==> config.mk <==
export PLATFORM = sky130hd
export DESIGN_NAME = secs_alarm_top
export DESIGN_NICKNAME = d
export VERILOG_FILES = /design/src/rtl/secs_alarm_pkg.sv /design/src/rtl/sa_regs.sv /design/src/rtl/sa_count.sv /design/src/rtl/sa_irq.sv /design/src/rtl/secs_alarm_top.sv
export SDC_FILE = /design/constraint.sdc
export NUM_CORES = 1
export LEC_CHECK = 0
export BUFFER_PORTS_ARGS = -buffer_cell sky130_fd_sc_hd__buf_2
export CORE_MARGIN = 2
export CORE_UTILIZATION = 40
export CTS_BUF_LIST = sky130_fd_sc_hd__clkbuf_4 sky130_fd_sc_hd__clkbuf_8 sky130_fd_sc_hd__clkbuf_16
export CTS_CLUSTER_DIAMETER = 60
export DETAILED_ROUTE_END_ITERATION = 8
export GPL_TIMING_DRIVEN = 0
export PLACE_DENSITY_LB_ADDON = 0.15
export SLEW_MARGIN = 40
export SYNTH_ARGS = -nofsm -noshare
export SYNTH_HDL_FRONTEND = slang
export SYNTH_SLANG_ARGS = --single-unit
==> constraint.sdc <==
create_clock -name clk -period 3.3 [get_ports clk]
set_input_delay 0.33 -clock clk [delete_from_list [all_inputs] [get_ports clk]]
set_output_delay 0.33 -clock clk [all_outputs]
set_load 0.01 [all_outputs]
==> src/rtl/secs_alarm_pkg.sv <==
`timescale 1ns/1ps
package secs_alarm_pkg;

    localparam int ADDR_W = 3;

    typedef enum logic [ADDR_W-1:0] {
        ADR_CTRL  = 3'd0,
        ADR_LOAD  = 3'd1,
        ADR_NOW   = 3'd2,
        ADR_ALARM = 3'd3,
        ADR_STAT  = 3'd4,
        ADR_MASK  = 3'd5
    } reg_addr_e;

    localparam int CTRL_RUN_BIT = 0;
    localparam int CTRL_ALM_BIT = 1;

endpackage

==> src/rtl/sa_regs.sv <==
`timescale 1ns/1ps
module sa_regs
    import secs_alarm_pkg::*;
#(
    parameter int CNT_W = 32
) (
    input  logic              clk,
    input  logic              rst_n,
    input  logic              wr_en_i,
    input  logic [ADDR_W-1:0] addr_i,
    input  logic [CNT_W-1:0]  wdata_i,
    input  logic [CNT_W-1:0]  count_i,
    input  logic              status_i,
    output logic              run_o,
    output logic              alarm_en_o,
    output logic [CNT_W-1:0]  alarm_val_o,
    output logic              mask_o,
    output logic              load_o,
    output logic              clr_o,
    output logic [CNT_W-1:0]  rdata_o
);

    localparam logic [CNT_W-1:0] ZERO = '0;

    typedef struct packed {
        logic             run;
        logic             alm_en;
        logic [CNT_W-1:0] alarm;
        logic             mask;
    } regs_t;

    regs_t regs_d, regs_q;

    always_comb begin
        regs_d = regs_q;
        load_o = 1'b0;
        clr_o  = 1'b0;
        if (wr_en_i) begin
            case (reg_addr_e'(addr_i))
                ADR_CTRL: begin
                    regs_d.run    = wdata_i[CTRL_RUN_BIT];
                    regs_d.alm_en = wdata_i[CTRL_ALM_BIT];
                end
                ADR_LOAD:  load_o       = 1'b1;
                ADR_ALARM: regs_d.alarm = wdata_i;
                ADR_STAT:  clr_o        = wdata_i[0];
                ADR_MASK:  regs_d.mask  = wdata_i[0];
                default: ;
            endcase
        end
    end

    always_ff @(posedge clk) begin
        if (!rst_n) regs_q <= '0;
        else        regs_q <= regs_d;
    end

    always_comb begin
        case (reg_addr_e'(addr_i))
            ADR_CTRL:  rdata_o = {ZERO[CNT_W-1:2], regs_q.alm_en, regs_q.run};
            ADR_NOW:   rdata_o = count_i;
            ADR_ALARM: rdata_o = regs_q.alarm;
            ADR_STAT:  rdata_o = {ZERO[CNT_W-1:1], status_i};
            ADR_MASK:  rdata_o = {ZERO[CNT_W-1:1], regs_q.mask};
            default:   rdata_o = ZERO;
        endcase
    end

    assign run_o       = regs_q.run;
    assign alarm_en_o  = regs_q.alm_en;
    assign alarm_val_o = regs_q.alarm;
    assign mask_o      = regs_q.mask;

    // the alarm register holds the value written to it
    a_r9_alarm_rw: assert property (@(posedge clk) disable iff (!rst_n)
        (wr_en_i && addr_i == ADR_ALARM) |=> (alarm_val_o == $past(wdata_i)));

    // a write to any address other than MASK leaves the mask unchanged
    a_r9_mask_hold: assert property (@(posedge clk) disable iff (!rst_n)
        !(wr_en_i && addr_i == ADR_MASK) |=> $stable(mask_o));

endmodule

==> src/rtl/sa_count.sv <==
`timescale 1ns/1ps
module sa_count #(
    parameter int CNT_W = 32
) (
    input  logic             clk,
    input  logic             rst_n,
    input  logic             tick_i,
    input  logic             run_i,
    input  logic             load_i,
    input  logic [CNT_W-1:0] load_val_i,
    input  logic             alarm_en_i,
    input  logic [CNT_W-1:0] alarm_val_i,
    output logic [CNT_W-1:0] count_o,
    output logic             match_o
);

    localparam logic [CNT_W-1:0] ONE = {{(CNT_W-1){1'b0}}, 1'b1};

    typedef struct packed {
        logic [CNT_W-1:0] count;
    } cnt_t;

    cnt_t cnt_d, cnt_q;
    logic upd;
    logic armed;

    always_comb begin
        cnt_d = cnt_q;
        upd   = 1'b0;
        if (load_i) begin
            cnt_d.count = load_val_i;
            upd         = 1'b1;
        end else if (run_i && tick_i) begin
            cnt_d.count = cnt_q.count + ONE;
            upd         = 1'b1;
        end
        armed   = alarm_en_i && !alarm_val_i[CNT_W-1];
        match_o = upd && armed && (cnt_d.count == alarm_val_i);
    end

    always_ff @(posedge clk) begin
        if (!rst_n) cnt_q <= '0;
        else        cnt_q <= cnt_d;
    end

    assign count_o = cnt_q.count;

    // without a run bit or a load, the count holds its value
    a_r2_hold: assert property (@(posedge clk) disable iff (!rst_n)
        (!run_i && !load_i) |=> $stable(count_o));

    // a tick while running advances the count by one
    a_r2_step: assert property (@(posedge clk) disable iff (!rst_n)
        (run_i && tick_i && !load_i) |=> (count_o == CNT_W'($past(count_o) + ONE)));

    // a load takes priority and lands on the next edge
    a_r3_load: assert property (@(posedge clk) disable iff (!rst_n)
        load_i |=> (count_o == $past(load_val_i)));

endmodule

==> src/rtl/sa_irq.sv <==
`timescale 1ns/1ps
module sa_irq (
    input  logic clk,
    input  logic rst_n,
    input  logic match_i,
    input  logic clr_i,
    input  logic mask_i,
    input  logic alarm_en_i,
    input  logic alarm_top_i,
    output logic status_o,
    output logic irq_o
);

    typedef struct packed {
        logic status;
        logic irq;
    } irq_st_t;

    irq_st_t st_d, st_q;

    always_comb begin
        st_d = st_q;
        if (match_i)    st_d.status = 1'b1;
        else if (clr_i) st_d.status = 1'b0;
        st_d.irq = st_q.status && !mask_i;
    end

    always_ff @(posedge clk) begin
        if (!rst_n) st_q <= '0;
        else        st_q <= st_d;
    end

    assign status_o = st_q.status;
    assign irq_o    = st_q.irq;

    // the pending flag rises only after a counter match
    a_r5_rise_on_match: assert property (@(posedge clk) disable iff (!rst_n)
        (status_o && !$past(status_o)) |-> $past(match_i));

    // a rising flag implies the alarm was enabled and in range
    a_r6_valid_alarm: assert property (@(posedge clk) disable iff (!rst_n)
        (status_o && !$past(status_o)) |-> $past(alarm_en_i && !alarm_top_i));

    // the flag stays set unless a clear is written
    a_r7_sticky: assert property (@(posedge clk) disable iff (!rst_n)
        (status_o && !clr_i) |=> status_o);

    // a set mask keeps the interrupt low on the next cycle
    a_r8_masked: assert property (@(posedge clk) disable iff (!rst_n)
        mask_i |=> !irq_o);

endmodule

==> src/rtl/secs_alarm_top.sv <==
`timescale 1ns/1ps
module secs_alarm_top
    import secs_alarm_pkg::*;
#(
    parameter int CNT_W = 32
) (
    input  logic              clk,
    input  logic              rst_n,
    input  logic              tick_i,
    input  logic              reg_wr_i,
    input  logic [ADDR_W-1:0] reg_addr_i,
    input  logic [CNT_W-1:0]  reg_wdata_i,
    output logic [CNT_W-1:0]  reg_rdata_o,
    output logic              irq_o
);

    logic             run;
    logic             alarm_en;
    logic [CNT_W-1:0] alarm_val;
    logic             mask;
    logic             load;
    logic             clr;
    logic [CNT_W-1:0] count;
    logic             match;
    logic             status;

    sa_regs #(.CNT_W(CNT_W)) u_regs (
        .clk         (clk),
        .rst_n       (rst_n),
        .wr_en_i     (reg_wr_i),
        .addr_i      (reg_addr_i),
        .wdata_i     (reg_wdata_i),
        .count_i     (count),
        .status_i    (status),
        .run_o       (run),
        .alarm_en_o  (alarm_en),
        .alarm_val_o (alarm_val),
        .mask_o      (mask),
        .load_o      (load),
        .clr_o       (clr),
        .rdata_o     (reg_rdata_o)
    );

    sa_count #(.CNT_W(CNT_W)) u_count (
        .clk         (clk),
        .rst_n       (rst_n),
        .tick_i      (tick_i),
        .run_i       (run),
        .load_i      (load),
        .load_val_i  (reg_wdata_i),
        .alarm_en_i  (alarm_en),
        .alarm_val_i (alarm_val),
        .count_o     (count),
        .match_o     (match)
    );

    sa_irq u_irq (
        .clk         (clk),
        .rst_n       (rst_n),
        .match_i     (match),
        .clr_i       (clr),
        .mask_i      (mask),
        .alarm_en_i  (alarm_en),
        .alarm_top_i (alarm_val[CNT_W-1]),
        .status_o    (status),
        .irq_o       (irq_o)
    );

    // the interrupt is low in the first cycle after reset
    a_r1_irq_after_reset: assert property (@(posedge clk)
        $rose(rst_n) |-> !irq_o);

endmodule

## Word level (Yosys, flattened, before mapping)

Cells that the tools add are included.

- Eq/ne operators: 6
- Multiplexer cells: 11
- Reductions and logical operators: 12
- Add/sub/neg operators: 1

Operator list:

| cell | number |
|---|---|
| $pmux 32 s5 | 1 |
| $mux 32 | 2 |
| $add 32x1->32 const B | 1 |
| $eq 32x32->1 | 1 |
| $mux 1 | 8 |
| $eq 3x2->1 const B | 2 |
| $eq 3x3->1 const B | 2 |
| $reduce_and 2->1 | 3 |
| $logic_and 1x1->1 | 5 |
| $eq 3x1->1 const B | 1 |
| $logic_not 3->1 | 1 |
| $logic_not 1->1 | 2 |
| $reduce_bool 2->1 | 1 |

- Flip-flop bits (word level): 69
- Bits of input ports: 39

## Longest topological paths before layout

Gate-level depths: netlist (run 1).

- Depth after elaboration: 7
- Mapped depth: 11

## Hierarchy

Synthesis (run 1) repeated with hierarchy kept, for this count alone.

- Cell total of the unflattened synthesis: 614
- Area, all modules: 4,971.0 µm²

By module, submodules not included:

| module | cells an instance | sequential area each (µm²) | area each (µm²) | instances |
|---|---|---|---|---|
| sa_count | 397 | 640.6 | 3,029.2 | 1 |
| sa_regs | 211 | 700.7 | 1,873.0 | 1 |
| sa_irq | 6 | 40.0 | 68.8 | 1 |

## Least setup slack after synthesis (run 1)

OpenSTA, ideal clock, no wires.

- Path kind: register to register
- From: register u_count.cnt_q (netlist bit u_count.count_o[0])
- To: register u_irq.st_q (netlist bit u_irq.status_o)
- Setup time: 0.084 ns
- Clock period less this slack: 2.935 ns
- Data arrival time: 2.851 ns
- Data required time: 3.216 ns
- Cell stages (with the launch flop): 11
- Path slack: 0.365 ns
- Path through: dfxtp_1 > buf_2 > nand2_1 > or4_1 > buf_2 > nor4_1 > xnor2_1 > a211oi_1 > a2111o_1 > or4_1 > o31ai_2

- Word-level cells in the longest chain between the ends: 6
- Elaborated cells between the ends (all ways): 7

RTL lines:

| what | RTL line | RTL |
|---|---|---|
| from (decl) | sa_count.sv:23 | `cnt_t cnt_d, cnt_q;` |
| from (signal assigned) | sa_count.sv:43 | `else cnt_q <= cnt_d;` |
| $add 32x1->32 | sa_count.sv:34 | `cnt_d.count = cnt_q.count + ONE;` |
| $mux 32 * | sa_count.sv:33 | `end else if (run_i && tick_i) begin` |
| $mux 32 * | sa_count.sv:30 | `if (load_i) begin` |
| $eq 32x32->1 * | sa_count.sv:38 | `match_o = upd && armed && (cnt_d.count == alarm_val_i);` |
| $logic_and 1x1->1 * | sa_count.sv:38 |  |
| $mux 1 or $reduce_bool 2->1 (tied branches) | - |  |
| to (signal assigned) | sa_irq.sv:30 | `else st_q <= st_d;` |
| to (decl) | sa_irq.sv:19 | `irq_st_t st_d, st_q;` |

Mark *: on every way between the ends. The rest lies on a longest branch, timed or not.
A chain may end at the register's enable or synchronous reset.

## Worst setup path in the final report (run 1)

Same ends and word-level chain as after synthesis.

==> results of run 1 <==
==> registers in the layout, summed over array words and instances, names as in the netlist <==
name / count
u_regs.alarm_en_o: 1
u_regs.mask_o: 1
u_irq.irq_o: 1
u_count.count_o: 32
u_regs.alarm_val_o: 32
u_irq.status_o: 1
u_regs.run_o: 1
==> kinds of logic after synthesis <==
logic type                 Yosys count  synth area share (%)
adders and majority gates            1                0.2628
DFF                                 69                 29.01
buffers and inverters               78                 6.413
xor gates and xnor gates            57                 10.78
AOI/OAI and AO/OA                  177                 25.65
and+or+nand+nor                    247                 25.94
muxes                                9                 1.945
==> area by class of cell <==
type	count	area, sq um	area share [%]
Clock buffer	11	246.5	4.286
Timing Repair Buffer	78	414.1	7.202
Sequential cell	69	1385	24.09
Tap cell	143	178.9	3.111
Clock inverter	5	50.05	0.8703
Multi-Input combinational cell	491	3169	55.11
Inverter	21	78.83	1.371
Buffer	54	227.7	3.960
==> cell usage in the layout (no fill, tap or decap), types with 4 or more instances in the layout <==
| cell | instances |
|---|---|
| nand4_1 | 18 |
| xnor2_1 | 27 |
| clkbuf_16 | 9 |
| nor3_1 | 15 |
| or3_1 | 5 |
| nor4_4 | 4 |
| clkbuf_2 | 4 |
| nand3_1 | 19 |
| clkbuf_1 | 40 |
| a22oi_1 | 4 |
| nor4_1 | 10 |
| o21ai_0 | 20 |
| nor2_1 | 50 |
| a22o_1 | 31 |
| buf_2 | 74 |
| buf_4 | 7 |
| and3_1 | 5 |
| dfxtp_1 | 66 |
| a211oi_1 | 26 |
| a21oi_1 | 51 |
| inv_1 | 20 |
| o22ai_1 | 5 |
| and4_1 | 5 |
| mux2i_1 | 7 |
| or4_1 | 6 |
| nand2_1 | 83 |
| clkinv_2 | 4 |
| a31oi_1 | 6 |
| xor2_1 | 29 |
| and2_1 | 5 |
==> worst paths after layout <==
path	start	to	slack, ns	cells past startpoint
worst max-delay path	u_count.count_o[0]	u_irq.status_o	-0.04	10
worst min-delay path	reg_wdata_i[19]	u_regs.alarm_val_o[19]	0.23	3
worst max register to register	u_count.count_o[0]	u_irq.status_o	-0.04	10
worst min register to register	u_regs.mask_o	u_irq.irq_o	0.43	1
==> layer usage <==
layer	GRT usage [%]	vias to the layer above	wire length, um
met5	0	-	0
met4	16.67	0	826
met3	8.570	56	1847
met2	46.43	281	8689
met1	42.84	2563	8814
li1	-	2501	-
==> report_power, final <==
group          internal [uW]  switching (uW)  total (uW)
Sequential               856            29.2         885
Clock                    609             387         995
Combinational           99.7             181         281
==> through the flow <==
stage               setup TNS [ns]  total power (uW)  area (sq um)
floorplan                        0              1051          4761
global placement            -5.579              1168          5290
detailed placement          -7.217              1171          5296
CTS                        -0.1375              2161          5614
global route               -0.1350              2229          5751
finish                    -0.04370              2161          5751
==> critical path, delay by kind of cell, from the launching register on <==
family | cells | cell delay [ns]
simple gates | 4 | 1.47
compound gates | 3 | 0.81
buf+inv | 2 | 0.39
flops | 1 | 0.33
xor+xnor | 1 | 0.23
==> repair_timing <==
action	4_1_cts	5_1_grt
pin swaps	2	4
endpoints found under the setup margin	11	11
setup buffers	0	7
gates resized for setup	6	19
==> key figures, run 1 <==
Outcome
  – Outcome: finished with violations
  – Failing checks: design-rule violations, negative setup slack

Cells and area
  – NumNets Final: 764
  – Number of antenna diodes: 0
  – Filler cells: 1198
  – Share of cells above drive strength 1: 17.56%
  – Util after Layout: 49.93%
  – Cell Count, Final, Fillers Out: 872
  – Area Growth Syn to Fin: 20.79%

Synthesis
  – Syn_nets: 678
  – Largest area contributor in the netlist: dfxtp_1
  – Top cell type's share of synthesized area: 29.01%
  – Cell variety after synth: 67
  – Main synth FF type: dfxtp_1
  – Yosys reg bits: 69
  – Synth top area cells: dfxtp_1 (29%), nand2_1 (6.7%), a22o_1 (5.7%)
  – Syn Area/Cell: 7.462 sq um
  – Post-synthesis sequential area ratio: 29.01%
  – Async set-reset flop share out of synthesis: 0%
  – Top-count cell post-synth: nand2_1
  – Cell area after synthesis: 4761 sq um
  – Synth warnings: 0
  – Top cells by count, synth: nand2_1 (85), dfxtp_1 (69), a21oi_1 (51)
  – EDFF count, synth: 0
  – Post-Syn Instances: 638

Power
  – Max VDD drop: 0.0003200 V
  – P_leak: 0.002135 uW
  – PD cells: 375.9 nW/um^2

STA
  – Rel. slew slack: 40.40%
  – Setup repair after global routing missed its margin: yes
  – Final Cycle Share: 101.3%
  – Final setup margin: -0.04370 ns
  – Final hold vios: 0
  – Hold_ws: 0.2314 ns
  – Tightest Pin Transition: 0.8940 ns
  – Max Fclk: 299.1 MHz
  – Final Critical Period: 3.344 ns
  – Setup Viol. Count Final: 1
  – Max-slew violations: 0
  – Clk_skew: 0.007615 ns

Routing
  – Final WL: 20180 um
  – Routed vias/inst: 6.194
  – Drc violations: 4
  – Pre-Repair DR Iteration Count: 7
  – DR iter-0 viols: 495
  – Final antenna-violating net count: 0
  – Drt wl/cell: 23.14 um
  – Vias: 5401

GRT
  – First-pass GRT wire length: 30300 um
  – Pin count of the biggest net entering global routing: 12
  – Initial antenna violation count: 0
  – Total GRT Usage: 31.78%
  – Vias in the first global route: 5206
  – Grt ovf: 0

Clock network
  – CTS sink cnt: 69
  – Clock latency on the worst-skew pair: 0.35 ns
  – Hold buffers post-CTS: 0
  – Clock Pin Slew Worst Setup and Hold Paths: 0.06 ns
  – Max H-tree Level: 3
  – CTS tree: built
  – Clock Path Buffers: 2
  – CTS Buf Count: 9
  – Clock root buffer: clkbuf_16

Run
  – Maxcap violations: 0

Floorplan
  – IO Pins: 72
  – Die Span X: 113.1 um
  – Effective utilization at floorplan: 41.34%
  – DIE AREA: 12790 sq um
  – Core Area: 11520 sq um
  – Cell Rows: 39
  – Die height: 113.1 um

Setup path
  – Crit Path Class: flop to flop
  – Data required, critical path: 3.55 ns
  – Crit. End Element: flop
  – Largest stage delay on the critical path: 0.52 ns
  – Slowest CP cell: or4_1
  – CP max FO: 8
  – Setup crit start kind: flop
  – Cell Chain, Critical Path: clkbuf_4, nand2_4, or4_1, buf_2, nor4_2, xnor2_1, a211oi_2, a2111o_1, or4_1, o31ai_2
  – Most frequent cell on the critical path: or4_1
  – Arr. time, crit path: 3.59 ns

Place
  – IO Port Bufs: 70
  – Setup Slack @ Placement: -0.5553 ns
  – HPWL after DPL: 15110 um
  – Placed insts: 851
  – GP Congestion: 0.9687

Min path
  – Hold Path Class: primary input to flop
Note: power is estimated with default switching activity, not from simulation.
==> run 2: changes to the inputs <==
--- a/config.mk
+++ b/config.mk
@@ -13,6 +13,7 @@
 export DETAILED_ROUTE_END_ITERATION = 8
 export GPL_TIMING_DRIVEN = 0
 export PLACE_DENSITY_LB_ADDON = 0.15
+export SKIP_CTS_REPAIR_TIMING = 1
 export SLEW_MARGIN = 40
 export SYNTH_ARGS = -nofsm -noshare
 export SYNTH_HDL_FRONTEND = slang
==> key figures, run 2 (synthesis gave the netlist of run 1 again) <==
Setup path
  – Crit Path Class: flop to flop (unchanged)
  – R2R Setup Slk: -0.11 ns (was -0.04 ns)
  – Crit. End Element: flop (unchanged)
  – Family with the most delay on the worst path: simple AND/OR/NAND/NOR gates (unchanged)
  – Reg-to-reg endpoint: u_irq.status_o (unchanged)
  – Buf/Inv on CP: 1 (was 2)
  – FF-to-FF Start: u_count.count_o[22] (was u_count.count_o[0])
  – Arr. time, crit path: 3.66 ns (was 3.59 ns)
  – Slowest CP cell: or4_1 (unchanged)
  – Largest stage delay on the critical path: 0.50 ns (was 0.52 ns)
  – Cell Chain, Critical Path: clkbuf_1, nand2_1, or3_1, or4_1, a32oi_1, o2111ai_1, nor3_1, o211ai_1, o31ai_2 (was clkbuf_4, nand2_4, or4_1, buf_2, nor4_2, xnor2_1, a211oi_2, a2111o_1, or4_1, o31ai_2)
  – Setup crit start kind: flop (unchanged)
  – CP max FO: 9 (was 8)
  – Data required, critical path: 3.55 ns (about the same)
  – R2R cell count: 9 (was 10)

STA
  – Rel. slew slack: 39.87% (was 40.40%)
  – Max Fclk: 293.0 MHz (was 299.1 MHz)
  – Setup Viol. Count Final: 1 (unchanged)
  – Setup repair after global routing missed its margin: yes (unchanged)
  – Max-slew violations: 0 (unchanged)
  – Clk_skew: 0.008805 ns (was 0.007615 ns)
  – Final setup margin: -0.1128 ns (was -0.04370 ns)
  – Final hold vios: 0 (unchanged)
  – Final Cycle Share: 103.4% (was 101.3%)
  – Tightest Pin Transition: 0.9019 ns (was 0.8940 ns)
  – Final Critical Period: 3.413 ns (was 3.344 ns)

Clock network
  – Clock Pin Slew Worst Setup and Hold Paths: 0.06 ns (about the same)
  – CTS tree: built (unchanged)
  – CTS sink cnt: 69 (unchanged)
  – Clock Path Buffers: 2 (unchanged)
  – Clock root buffer: clkbuf_16 (unchanged)
  – Max H-tree Level: 3 (unchanged)
  – CTS Buf Count: 9 (unchanged)
  – Clock latency on the worst-skew pair: 0.35 ns (about the same)

Min path
  – Min-Delay Path Depth: 3 (unchanged)
  – Hold Crit Endpoint: u_regs.alarm_val_o[19] (unchanged)
  – Hold Path Class: primary input to flop (unchanged)
  – Hold path startpoint: reg_wdata_i[19] (unchanged)

Power
  – P_leak: 0.002115 uW (was 0.002135 uW)
  – PD cells: 377.4 nW/um^2 (was 375.9 nW/um^2)
  – Max VDD drop: 0.0003208 V (was 0.0003200 V)

Routing
  – Final WL: 20100 um (was 20180 um)
  – Pre-Repair DR Iteration Count: 7 (unchanged)
  – Routed vias/inst: 6.180 (was 6.194)
  – Drt wl/cell: 23.13 um (was 23.14 um)
  – Drc violations: 4 (unchanged)
  – Vias: 5370 (was 5401)
  – Final antenna-violating net count: 0 (unchanged)
  – DR iter-0 viols: 446 (was 495)

Cells and area
  – Multi-input gate area: 3157 sq um (was 3169 sq um)
  – Filler cells: 1203 (was 1198)
  – Commonest cells after routing, fill and taps aside: nand2_1 (83), buf_2 (73), dfxtp_1 (68) (was nand2_1 (83), buf_2 (74), dfxtp_1 (66))
  – Number of antenna diodes: 0 (unchanged)
  – Commonest non-fill, non-tap cell in the layout: nand2_1 (unchanged)
  – Final Instance Area: 5708 sq um (was 5751 sq um)
  – Share of cells above drive strength 1: 16.53% (was 17.56%)
  – Util after Layout: 49.57% (was 49.93%)
  – Area Growth Syn to Fin: 19.89% (was 20.79%)
  – NumNets Final: 761 (was 764)
  – Register Area: 1383 sq um (was 1385 sq um)

Floorplan
  – Cell Rows: 39 (unchanged)
  – Effective utilization at floorplan: 41.34% (unchanged)
  – IO Pins: 72 (unchanged)
  – DIE AREA: 12790 sq um (unchanged)
  – Die height: 113.1 um (unchanged)
  – Die Span X: 113.1 um (unchanged)
  – Core Area: 11520 sq um (unchanged)

Place
  – Placement Cell Area: 5296 sq um (unchanged)
  – HPWL after DPL: 15110 um (unchanged)
  – Setup Slack @ Placement: -0.5553 ns (unchanged)
  – GP Congestion: 0.9687 (unchanged)
  – IO Port Bufs: 70 (unchanged)

GRT
  – Vias in the first global route: 5197 (was 5206)
  – Grt ovf: 0 (unchanged)
  – First-pass GRT wire length: 30270 um (was 30300 um)
  – Total GRT Usage: 31.76% (was 31.78%)
  – Pin count of the biggest net entering global routing: 12 (unchanged)
  – Initial antenna violation count: 0 (unchanged)

Outcome
  – Failing checks: design-rule violations, negative setup slack (unchanged)
  – Outcome: finished with violations (unchanged)

Run
  – Maxcap violations: 0 (unchanged)
run 2: changes by cell type in the layout (fill, tap and decap cells not counted):
| cell | before | now |
|---|---|---|
| dfxtp_2 | 3 | 1 |
| a211oi_1 | 26 | 27 |
| a32oi_2 | 1 | 0 |
| clkbuf_4 | 3 | 2 |
| buf_2 | 74 | 73 |
| buf_6 | 2 | 1 |
| a32oi_1 | 1 | 2 |
| a211oi_2 | 1 | 0 |
| clkbuf_1 | 40 | 41 |
| buf_4 | 7 | 6 |
| dfxtp_1 | 66 | 68 |
run 2: how the worst max path moves through the flow:
stage / from / to / slack [ns] / cells after the start
final: u_count.count_o[22] / u_irq.status_o / -0.11 / 9
after CTS: u_count.count_o[1] / u_irq.status_o / -0.40 / 10
after global placement: u_regs.run_o / u_irq.status_o / -0.53 / 9
after global routing: u_regs.run_o / u_irq.status_o / -0.19 / 10
after floorplan: u_count.count_o[0] / u_irq.status_o / 0.36 / 10
after detailed placement: reg_addr_i[2] / u_count.count_o[25] / -0.56 / 8
run 2: metrics by stage:
step	std cells	TNS [ns]	hold WS (ns)	total power (uW)
2_1_floorplan	638	0	0.4104	1051
3_3_place_gp	851	-5.579	0.4318	1168
3_5_place_dp	851	-7.217	0.4303	1171
4_1_cts	867	-2.149	0.2262	2161
5_1_grt	869	-0.1861	0.2550	2226
6_report	869	-0.1128	0.2326	2154
run 2: final cells by class:
type / instances / area share (%)
multi-input cells: 491 / 55.30
flip-flops and latches: 69 / 24.22
repair buffers: 76 / 6.927
clock buffers: 11 / 4.318
plain buffers: 53 / 3.836
well taps: 143 / 3.135
inverters: 21 / 1.381
clock inverters: 5 / 0.8768
run 2: worst reg2reg max path, stage by stage (launching register included):
cell and delay (ns):
dfxtp_1 0.31, clkbuf_1 0.32, nand2_1 0.31, or3_1 0.44, or4_1 0.50, a32oi_1 0.41, o2111ai_1 0.26, nor3_1 0.25
o211ai_1 0.17, o31ai_2 0.35
run 2: routing by layer:
layer | global-route usage (%) | routed length (um) | vias to the layer above
li1 | - | - | 2484
met1 | 42.74 | 8635 | 2555
met2 | 46.55 | 8754 | 270
met3 | 8.677 | 1906 | 61
met4 | 16.34 | 802 | 0
met5 | 0 | 0 | -
run 2: power breakdown:
part | total [uW] | switching, uW | internal [uW] | leakage [uW]
registers | 886 | 30.4 | 856 | 0.000560
logic | 277 | 180 | 97.8 | 0.00140
clock network | 990 | 382 | 608 | 0.000152
